==> src/rtl/rtc_ctl_pkg.sv <==
package rtc_ctl_pkg;

    localparam int IDX_W  = 7;
    localparam int BYTE_W = 8;

    localparam logic [IDX_W-1:0] IDX_A    = 7'h0A;
    localparam logic [IDX_W-1:0] IDX_B    = 7'h0B;
    localparam logic [IDX_W-1:0] IDX_C    = 7'h0C;
    localparam logic [IDX_W-1:0] IDX_D    = 7'h0D;
    localparam logic [IDX_W-1:0] IDX_SHUT = 7'h0F;

    localparam int B_SET  = 7;
    localparam int B_PIE  = 6;
    localparam int B_UIE  = 4;

    localparam logic [6:0]        A_POR       = 7'h26;
    localparam logic [BYTE_W-1:0] B_POR       = 8'h02;
    localparam logic [BYTE_W-1:0] D_CONST     = 8'h80;
    localparam logic [BYTE_W-1:0] SHUT_KEEP   = 8'hFE;
    localparam logic [BYTE_W-1:0] B_SRST_MASK = 8'h68;

    typedef enum logic [1:0] {
        ST_DIVRST,
        ST_IDLE,
        ST_FROZEN,
        ST_RUN
    } div_state_e;

    function automatic div_state_e div_target(input logic [2:0] div, input logic set_bit);
        if (div[2:1] == 2'b11)  return ST_DIVRST;
        else if (div > 3'd2)    return ST_IDLE;
        else if (set_bit)       return ST_FROZEN;
        else                    return ST_RUN;
    endfunction

endpackage

==> src/rtl/rtc_div_fsm.sv <==
module rtc_div_fsm
    import rtc_ctl_pkg::*;
#(
    parameter int TICKS = 32768,
    parameter int UIP_W = 8
) (
    input  logic       clk,
    input  logic       por_n,
    input  logic       tick_i,
    input  logic [2:0] div_nxt,
    input  logic       set_nxt,
    output logic       run_o,
    output logic       uip_o,
    output logic       upd_o
);

    localparam int CW = $clog2(TICKS);
    localparam logic [CW-1:0] LAST     = CW'(TICKS - 1);
    localparam logic [CW-1:0] HALF     = CW'(TICKS / 2);
    localparam logic [CW-1:0] UIP_FROM = CW'(TICKS - UIP_W);
    localparam div_state_e    POR_ST   = div_target(A_POR[6:4], B_POR[B_SET]);

    div_state_e    state_q, state_n, tgt;
    logic [CW-1:0] cnt_q;
    logic          load_half, clr_phase, advance;

    // next-state and phase actions
    always_comb begin
        tgt       = div_target(div_nxt, set_nxt);
        state_n   = tgt;
        load_half = 1'b0;
        clr_phase = 1'b0;
        unique case (state_q)
            ST_DIVRST:                  load_half = (tgt == ST_RUN);
            ST_IDLE, ST_FROZEN, ST_RUN: clr_phase = (tgt == ST_DIVRST);
            default:                    ;
        endcase
        advance = (state_q == ST_RUN) && (tgt == ST_RUN) && tick_i;
    end

    always_ff @(posedge clk) begin
        if (!por_n) state_q <= POR_ST;
        else        state_q <= state_n;
    end

    always_ff @(posedge clk) begin
        if (!por_n)         cnt_q <= '0;
        else if (clr_phase) cnt_q <= '0;
        else if (load_half) cnt_q <= HALF;
        else if (advance)   cnt_q <= (cnt_q == LAST) ? '0 : cnt_q + 1'b1;
    end

    always_comb begin
        run_o = (state_q == ST_RUN);
        uip_o = run_o && (cnt_q >= UIP_FROM);
        upd_o = advance && (cnt_q == LAST);
    end

    a_r8_strobe_in_uip: assert property (@(posedge clk) disable iff (!por_n)
        upd_o |-> uip_o);
    a_r9_half_after_release: assert property (@(posedge clk) disable iff (!por_n)
        (state_q == ST_RUN && $past(state_q) == ST_DIVRST) |-> cnt_q == HALF);
    a_r9_reset_clears: assert property (@(posedge clk) disable iff (!por_n)
        (state_q == ST_DIVRST) |-> (cnt_q == '0 && !uip_o && !upd_o));
    a_r10_frozen_holds: assert property (@(posedge clk) disable iff (!por_n)
        (state_q == ST_FROZEN && $past(state_q) == ST_FROZEN) |-> $stable(cnt_q));

endmodule

==> src/rtl/rtc_flag_unit.sv <==
module rtc_flag_unit
    import rtc_ctl_pkg::*;
#(
    parameter int NF = 3
) (
    input  logic              clk,
    input  logic              por_n,
    input  logic              srst_n,
    input  logic [NF-1:0]     set_i,
    input  logic [NF-1:0]     en_i,
    input  logic              rd_clr_i,
    input  logic              b_wr_i,
    input  logic [NF-1:0]     b_en_i,
    output logic [BYTE_W-1:0] c_o,
    output logic              irq_o
);

    localparam int PAD = BYTE_W - 1 - NF;

    logic [NF-1:0] flags_q, base, fresh, flags_n;
    logic          irqf_q, irqf_n;

    always_comb begin
        base    = rd_clr_i ? '0 : flags_q;
        fresh   = set_i & ~base;
        flags_n = base | set_i;
        if (b_wr_i) irqf_n = |(b_en_i & flags_n);
        else        irqf_n = (irqf_q && !rd_clr_i) || |(fresh & en_i);
    end

    always_ff @(posedge clk) begin
        if (!por_n || !srst_n) begin
            flags_q <= '0;
            irqf_q  <= 1'b0;
        end else begin
            flags_q <= flags_n;
            irqf_q  <= irqf_n;
        end
    end

    assign c_o   = {irqf_q, flags_q, {PAD{1'b0}}};
    assign irq_o = irqf_q;

    a_r4_read_clears: assert property (@(posedge clk) disable iff (!por_n)
        (rd_clr_i && set_i == '0) |=> (c_o == '0 && !irq_o));
    a_r5_flags_sticky: assert property (@(posedge clk) disable iff (!por_n)
        (!rd_clr_i && srst_n) |=> ((flags_q & $past(flags_q)) == $past(flags_q)));
    a_r5_raise: assert property (@(posedge clk) disable iff (!por_n)
        (!b_wr_i && !rd_clr_i && srst_n && |(set_i & en_i & ~flags_q)) |=> irq_o);
    a_r6_immediate: assert property (@(posedge clk) disable iff (!por_n)
        (b_wr_i && !rd_clr_i && srst_n && |(b_en_i & flags_q)) |=> irq_o);

endmodule

==> src/rtl/rtc_index_regs.sv <==
module rtc_index_regs
    import rtc_ctl_pkg::*;
#(
    parameter int TICKS = 32768,
    parameter int UIP_W = 8
) (
    input  logic       clk,
    input  logic       por_n,
    input  logic       srst_n,
    input  logic       port_sel,
    input  logic       wr_en,
    input  logic       rd_en,
    input  logic [7:0] wdata,
    output logic [7:0] rdata,
    input  logic       tick_i,
    input  logic       pf_i,
    input  logic       af_i,
    input  logic       uf_i,
    output logic       irq_o,
    output logic       run_en_o,
    output logic       upd_o
);

    localparam int DEPTH = 1 << IDX_W;
    localparam int NF    = 3;

    logic [IDX_W-1:0]  idx_q;
    logic [6:0]        a_q, a_nxt;
    logic [BYTE_W-1:0] b_q, b_nxt, c_val;
    logic [BYTE_W-1:0] bytes_q [DEPTH];
    logic              wr_idx, wr_dat, rd_dat, hit_a, hit_b, hit_c, uip;

    always_comb begin
        wr_idx = wr_en && !port_sel;
        wr_dat = wr_en && port_sel;
        rd_dat = rd_en && port_sel;
        hit_a  = (idx_q == IDX_A);
        hit_b  = (idx_q == IDX_B);
        hit_c  = (idx_q == IDX_C);
        a_nxt  = (wr_dat && hit_a) ? wdata[6:0] : a_q;
        b_nxt  = ((wr_dat && hit_b) ? wdata : b_q) & (srst_n ? 8'hFF : ~B_SRST_MASK);
    end

    always_ff @(posedge clk) begin
        if (!por_n) begin
            idx_q <= '0;
            a_q   <= A_POR;
            b_q   <= B_POR;
        end else begin
            if (wr_idx) idx_q <= wdata[IDX_W-1:0];
            a_q <= a_nxt;
            b_q <= b_nxt;
        end
    end

    // plain byte storage; control indices are never written here
    always_ff @(posedge clk) begin
        for (int i = 0; i < DEPTH; i++) begin
            if (!por_n) begin
                bytes_q[i] <= '0;
            end else if (IDX_W'(i) != IDX_A && IDX_W'(i) != IDX_B &&
                         IDX_W'(i) != IDX_C && IDX_W'(i) != IDX_D) begin
                if (wr_dat && idx_q == IDX_W'(i)) bytes_q[i] <= wdata;
                if (IDX_W'(i) == IDX_SHUT && !srst_n && bytes_q[i] != SHUT_KEEP)
                    bytes_q[i] <= '0;
            end
        end
    end

    rtc_div_fsm #(.TICKS(TICKS), .UIP_W(UIP_W)) u_div (
        .clk     (clk),
        .por_n   (por_n),
        .tick_i  (tick_i),
        .div_nxt (a_nxt[6:4]),
        .set_nxt (b_nxt[B_SET]),
        .run_o   (run_en_o),
        .uip_o   (uip),
        .upd_o   (upd_o)
    );

    rtc_flag_unit #(.NF(NF)) u_flags (
        .clk      (clk),
        .por_n    (por_n),
        .srst_n   (srst_n),
        .set_i    ({pf_i, af_i, uf_i}),
        .en_i     (b_q[B_PIE:B_UIE]),
        .rd_clr_i (rd_dat && hit_c),
        .b_wr_i   (wr_dat && hit_b),
        .b_en_i   (wdata[B_PIE:B_UIE]),
        .c_o      (c_val),
        .irq_o    (irq_o)
    );

    always_comb begin
        if (!port_sel) begin
            rdata = 8'hFF;
        end else begin
            case (idx_q)
                IDX_A:   rdata = {uip, a_q};
                IDX_B:   rdata = b_q;
                IDX_C:   rdata = c_val;
                IDX_D:   rdata = D_CONST;
                default: rdata = bytes_q[idx_q];
            endcase
        end
    end

    a_r1_index_low7: assert property (@(posedge clk) disable iff (!por_n)
        wr_idx |=> idx_q == $past(wdata[IDX_W-1:0]));
    a_r3_uip_stopped: assert property (@(posedge clk) disable iff (!por_n)
        (a_q[6:5] == 2'b11) |-> !uip);
    a_r7_run_gate: assert property (@(posedge clk) disable iff (!por_n)
        run_en_o |-> (!b_q[B_SET] && a_q[6:4] <= 3'd2));
    a_r12_shut_rule: assert property (@(posedge clk) disable iff (!por_n)
        !srst_n |=> (bytes_q[IDX_SHUT] == 8'h00 || bytes_q[IDX_SHUT] == SHUT_KEEP));

endmodule

==> config.mk <==
export PLATFORM = sky130hd
export DESIGN_NAME = rtc_index_regs
export DESIGN_NICKNAME = d
export VERILOG_FILES = /design/src/rtl/rtc_ctl_pkg.sv /design/src/rtl/rtc_div_fsm.sv /design/src/rtl/rtc_flag_unit.sv /design/src/rtl/rtc_index_regs.sv
export SDC_FILE = /design/constraint.sdc
export NUM_CORES = 2
export LEC_CHECK = 0
export ABC_CLOCK_PERIOD_IN_PS = 5100
export BUFFER_PORTS_ARGS = -buffer_cell sky130_fd_sc_hd__clkbuf_2
export CAP_MARGIN = 20
export CORE_MARGIN = 1
export CORE_UTILIZATION = 40
export CTS_CLUSTER_SIZE = 10
export DETAILED_ROUTE_END_ITERATION = 10
export GPL_ROUTABILITY_DRIVEN = 0
export PLACE_DENSITY = 0.62
export SETUP_SLACK_MARGIN = 0.5
export SLEW_MARGIN = 20
export SYNTH_ARGS = -nofsm -noshare
export SYNTH_HDL_FRONTEND = slang
export SYNTH_SLANG_ARGS = --single-unit
==> constraint.sdc <==
create_clock -name clk -period 5.1 [get_ports clk]
set_input_delay 0.51 -clock clk [delete_from_list [all_inputs] [get_ports clk]]
set_output_delay 0.51 -clock clk [all_outputs]
set_load 0.02 [all_outputs]
==> flow_summary.rst <==
.. list-table::
   :header-rows: 1

   * - Metric
     - Value
   * - Area share of and/or/nand/nor cells after synthesis
     - 0.154
   * - Run status
     - complete, no violations
   * - Total number of placement rows
     - 127
   * - Proportion of register bits with asynchronous set or reset after synthesis
     - 0
   * - Required arrival time at the worst endpoint
     - 4.59 ns
   * - Post-Synthesis Mean Instance Area
     - 13.7 um2
   * - Cell chosen for the clock root
     - clkbuf_16
   * - Synthesized-area fraction occupied by adder cells
     - 0.000516
   * - Switching Share
     - 0.232
   * - Die ar.
     - 123000 um2
   * - Combined global-route utilization of all metal layers
     - 0.237
   * - Peak supply drop
     - 0.280 mV
   * - Count of unresolved DRC violations after routing
     - 0
   * - Share of the cycle needed by the critical path after routing
     - 0.892
   * - Sinks on the clock net
     - 1042
   * - Insertion delay of the later-clocked pin in the worst-skew pair
     - 0.70 ns
   * - Ranking of synthesized cells by instance count
     - edfxtp_1 (992), and3_1 (513), clkbuf_1 (337)
   * - Utilization after layout
     - 0.451
   * - Sequence of cells on the critical path
     - buf_16 -> buf_4 -> mux2i_1 -> o221ai_1 -> o22ai_1 -> nor3_1 -> nor4b_2 -> buf_4 -> o21ai_1 -> clkbuf_2
   * - CP Buf/Inv Count
     - 4
   * - Setup repair after global routing missed its margin
     - true
   * - Number of routed nets with antenna violations
     - 0
   * - Layout cell share with drive strength beyond 1
     - 0.177
   * - Data arrival, critical path
     - 4.04 ns
   * - Synthesized instance count
     - 3543
   * - Largest net degree at the start of global routing
     - 79
   * - # IOs
     - 29
   * - Wire length per cell after detailed routing
     - 28.4 um
   * - Number of synthesized flops with an enable pin
     - 992
   * - Antenna violations before repair
     - 5
   * - Dominant combinational cell family by area after synthesis
     - simple AND/OR/NAND/NOR gates
   * - Overall die height
     - 350 um
   * - Final slew viol count
     - 0
   * - Non-filler cells in the finished layout
     - 5164
   * - Clock Skew
     - 0.0198 ns
   * - Total negative slack
     - 0 ns
   * - Most Frequent Cell on Critical Path
     - buf_4
   * - Cell taking the most area after synthesis
     - edfxtp_1
   * - Final instance area
     - 54200 um2
   * - Share of synthesized area occupied by flip-flops and latches
     - 0.635
   * - Area Overhead vs Synth
     - 11.7%
   * - CP Capture Type
     - output port
   * - Slowest cell on the critical path
     - nor3_1
   * - Half-perimeter wire length of the detailed placement result
     - 91400 um
   * - Number of search-and-repair iterations in the first detailed-routing pass
     - 6
   * - Proportion of power drawn by flip-flops and latches
     - 0.522
   * - Die span in x
     - 350 um
   * - TritonCTS clock tree
     - done
   * - Final critical-path required period
     - 4.55 ns
   * - Clock slew at reported path FFs
     - 0.06 ns
   * - Max Clk Rate
     - 0.220 GHz
   * - Distinct cell type count after synthesis
     - 73
   * - Placeable core area
     - 120000 um2
   * - Placed Cells
     - 4990
   * - Pleak
     - 19.8 nW
   * - Number of buffers added to fix hold violations after cts
     - 0
   * - Final Net Count
     - 3518
   * - Max-slew headroom
     - 0.241
   * - Total nets after synthesis
     - 3563
   * - Post-DR vias/cell
     - 6.15
   * - Cell area after placement
     - 50900 um2
   * - Residual overflow from global routing
     - 0
   * - Buffers added on ports
     - 28
   * - XOR/XNOR Fraction of Synth Area
     - 0.00217
   * - DR vias
     - 31800
   * - PwrDens
     - 344 nW/um2
   * - Via count of the first global-routing pass
     - 31200
   * - Count of routing violations after the opening detailed-route iteration
     - 3976
   * - Area fraction of the dominant cell type after synthesis
     - 0.614
   * - Internal Pwr Total
     - 14.3 mW
   * - Register bit count reported by yosys
     - 1042
   * - Clock network fraction of total power
     - 0.403
   * - Part of the power in combinational logic
     - 0.075
   * - Worst Setup Start Kind
     - flop
   * - Maximum clock path buffer count
     - 3
   * - H-Tree Level Count
     - 3
   * - Initial core utilization
     - 0.404
   * - Number of CTS-inserted buffers
     - 116
   * - Worst min-delay path category
     - in2reg
   * - Post-synthesis cell area
     - 48500 um2
   * - Power Total
     - 18.6 mW
   * - Most frequent cell after synthesis
     - edfxtp_1
   * - Measured slew at the worst slew-check pin
     - 1.14 ns
   * - Crit path max-delay family
     - buffers and inverters
   * - Fraction of synthesized area in multiplexers
     - 0.120
   * - Count of warnings emitted by yosys
     - 0
   * - Flip-flop cell with the highest count after synthesis
     - edfxtp_1
   * - Final count of hold timing violations
     - 0
   * - Total Wirelength
     - 147000 um
   * - Wire length of the first global-routing pass
     - 215000 um
   * - Critical Path Fanout Max
     - 34
   * - Net switching power
     - 4.33 mW
   * - Biggest area contributors in the synthesized netlist
     - edfxtp_1 (61%), mux4_2 (8.8%), and3_1 (6.6%), mux2i_1 (3.2%), and2_1 (3.2%)
   * - Compound-cell area share of the yosys netlist
     - 0.0511
   * - Delay contributed by the slowest stage of the critical path
     - 0.55 ns
   * - Final setup vio count
     - 0
   * - CP Class
     - reg2out
   * - Count of max-cap constraint violations
     - 0
## routing by layer
| metal | global-route usage | wire length (um) | up-vias |
|---|---|---|---|
| met5 | 0 | 23 | - |
| met4 | 0.0815 | 4900 | 4 |
| met3 | 0.0501 | 14200 | 323 |
| met2 | 0.378 | 69000 | 1656 |
| met1 | 0.321 | 58300 | 16300 |
| li1 | - | - | 13500 |
## final timing paths
kind / from / to / slack (ns) / cells past startpoint
worst max-delay path: flop / rdata[3] / 0.55 / 10
worst min-delay path: uf_i / u_flags.flags_q[0] / 0.12 / 3
worst max register to register: idx_q[3] / bytes_q[26][0] / 1.85 / 5
worst min register to register: b_q[2] / b_q[2] / 0.48 / 2
## per-stage QoR
stage	hold slack (ns)	worst slack (ns)
detailed placement	0.469	0.990
global route	0.129	0.413
finish	0.118	0.551
CTS	0.0921	0.482
global placement	0.462	0.994
floorplan	0.454	2.22
## layout by cell type, fill, tap and decap left out, types with 12 or more instances in the layout
master and instances:
nand3_1 24, nor2_4 15, o21ai_0 143, o221ai_1 59, mux4_2 189, nand2_1 84, a21oi_1 57, clkbuf_16 119
and3_1 513, clkbuf_1 42, buf_4 213, inv_1 12, nor2_1 88, nor3_1 278, dfxtp_1 44, o22ai_1 44
o21ai_1 20, clkbuf_2 21, and2_1 245, edfxtp_1 992, mux2i_1 153
## cells by family after synthesis
group / Yosys count
flops: 1042
simple gates: 1322
xor+xnor: 12
fa+ha+maj: 2
compound gates: 391
buf+inv: 429
mux: 345
## tightest hold or removal path, stage by stage
cell and delay (ns):
clkbuf_2 0.12, a21oi_1 0.06, nor2_1 0.08
## registers in the layout (all words and copies together) (netlist names), named ones only
signal	cells
bytes_q	992
a_q	7
u_div.state_q	2
b_q	8
u_flags.flags_q	3
idx_q	7
u_flags.irq_o	1
u_div.cnt_q	15
## cell type report
type | instances | area [um2]
clock buffers | 161 | 3140
well taps | 1612 | 2020
multi-input cells | 2072 | 16100
clock inverters | 9 | 96.3
diodes | 2 | 5.00
fillers | 10700 | 65900
repair buffers | 249 | 1970
inverters | 17 | 71.3
flip-flops and latches | 1042 | 30800
## power by group through the flow
| stage | Clock (mW) | Combinational (mW) | Sequential, mW |
|---|---|---|---|
| finish | 7.52 | 1.39 | 9.73 |
| global route | 7.85 | 1.45 | 9.76 |
| CTS | 7.57 | 1.37 | 9.73 |
| detailed placement | 0 | 1.36 | 9.91 |
| global placement | 0 | 1.36 | 9.90 |
| floorplan | 0 | 0.838 | 9.84 |
## repair_timing
item,in CTS,in global routing
resized for setup,5,13
endpoints found under the setup margin,6,7
pin swaps,0,1
setup buffers,1,1
Note: power is estimated with default switching activity, not from simulation.
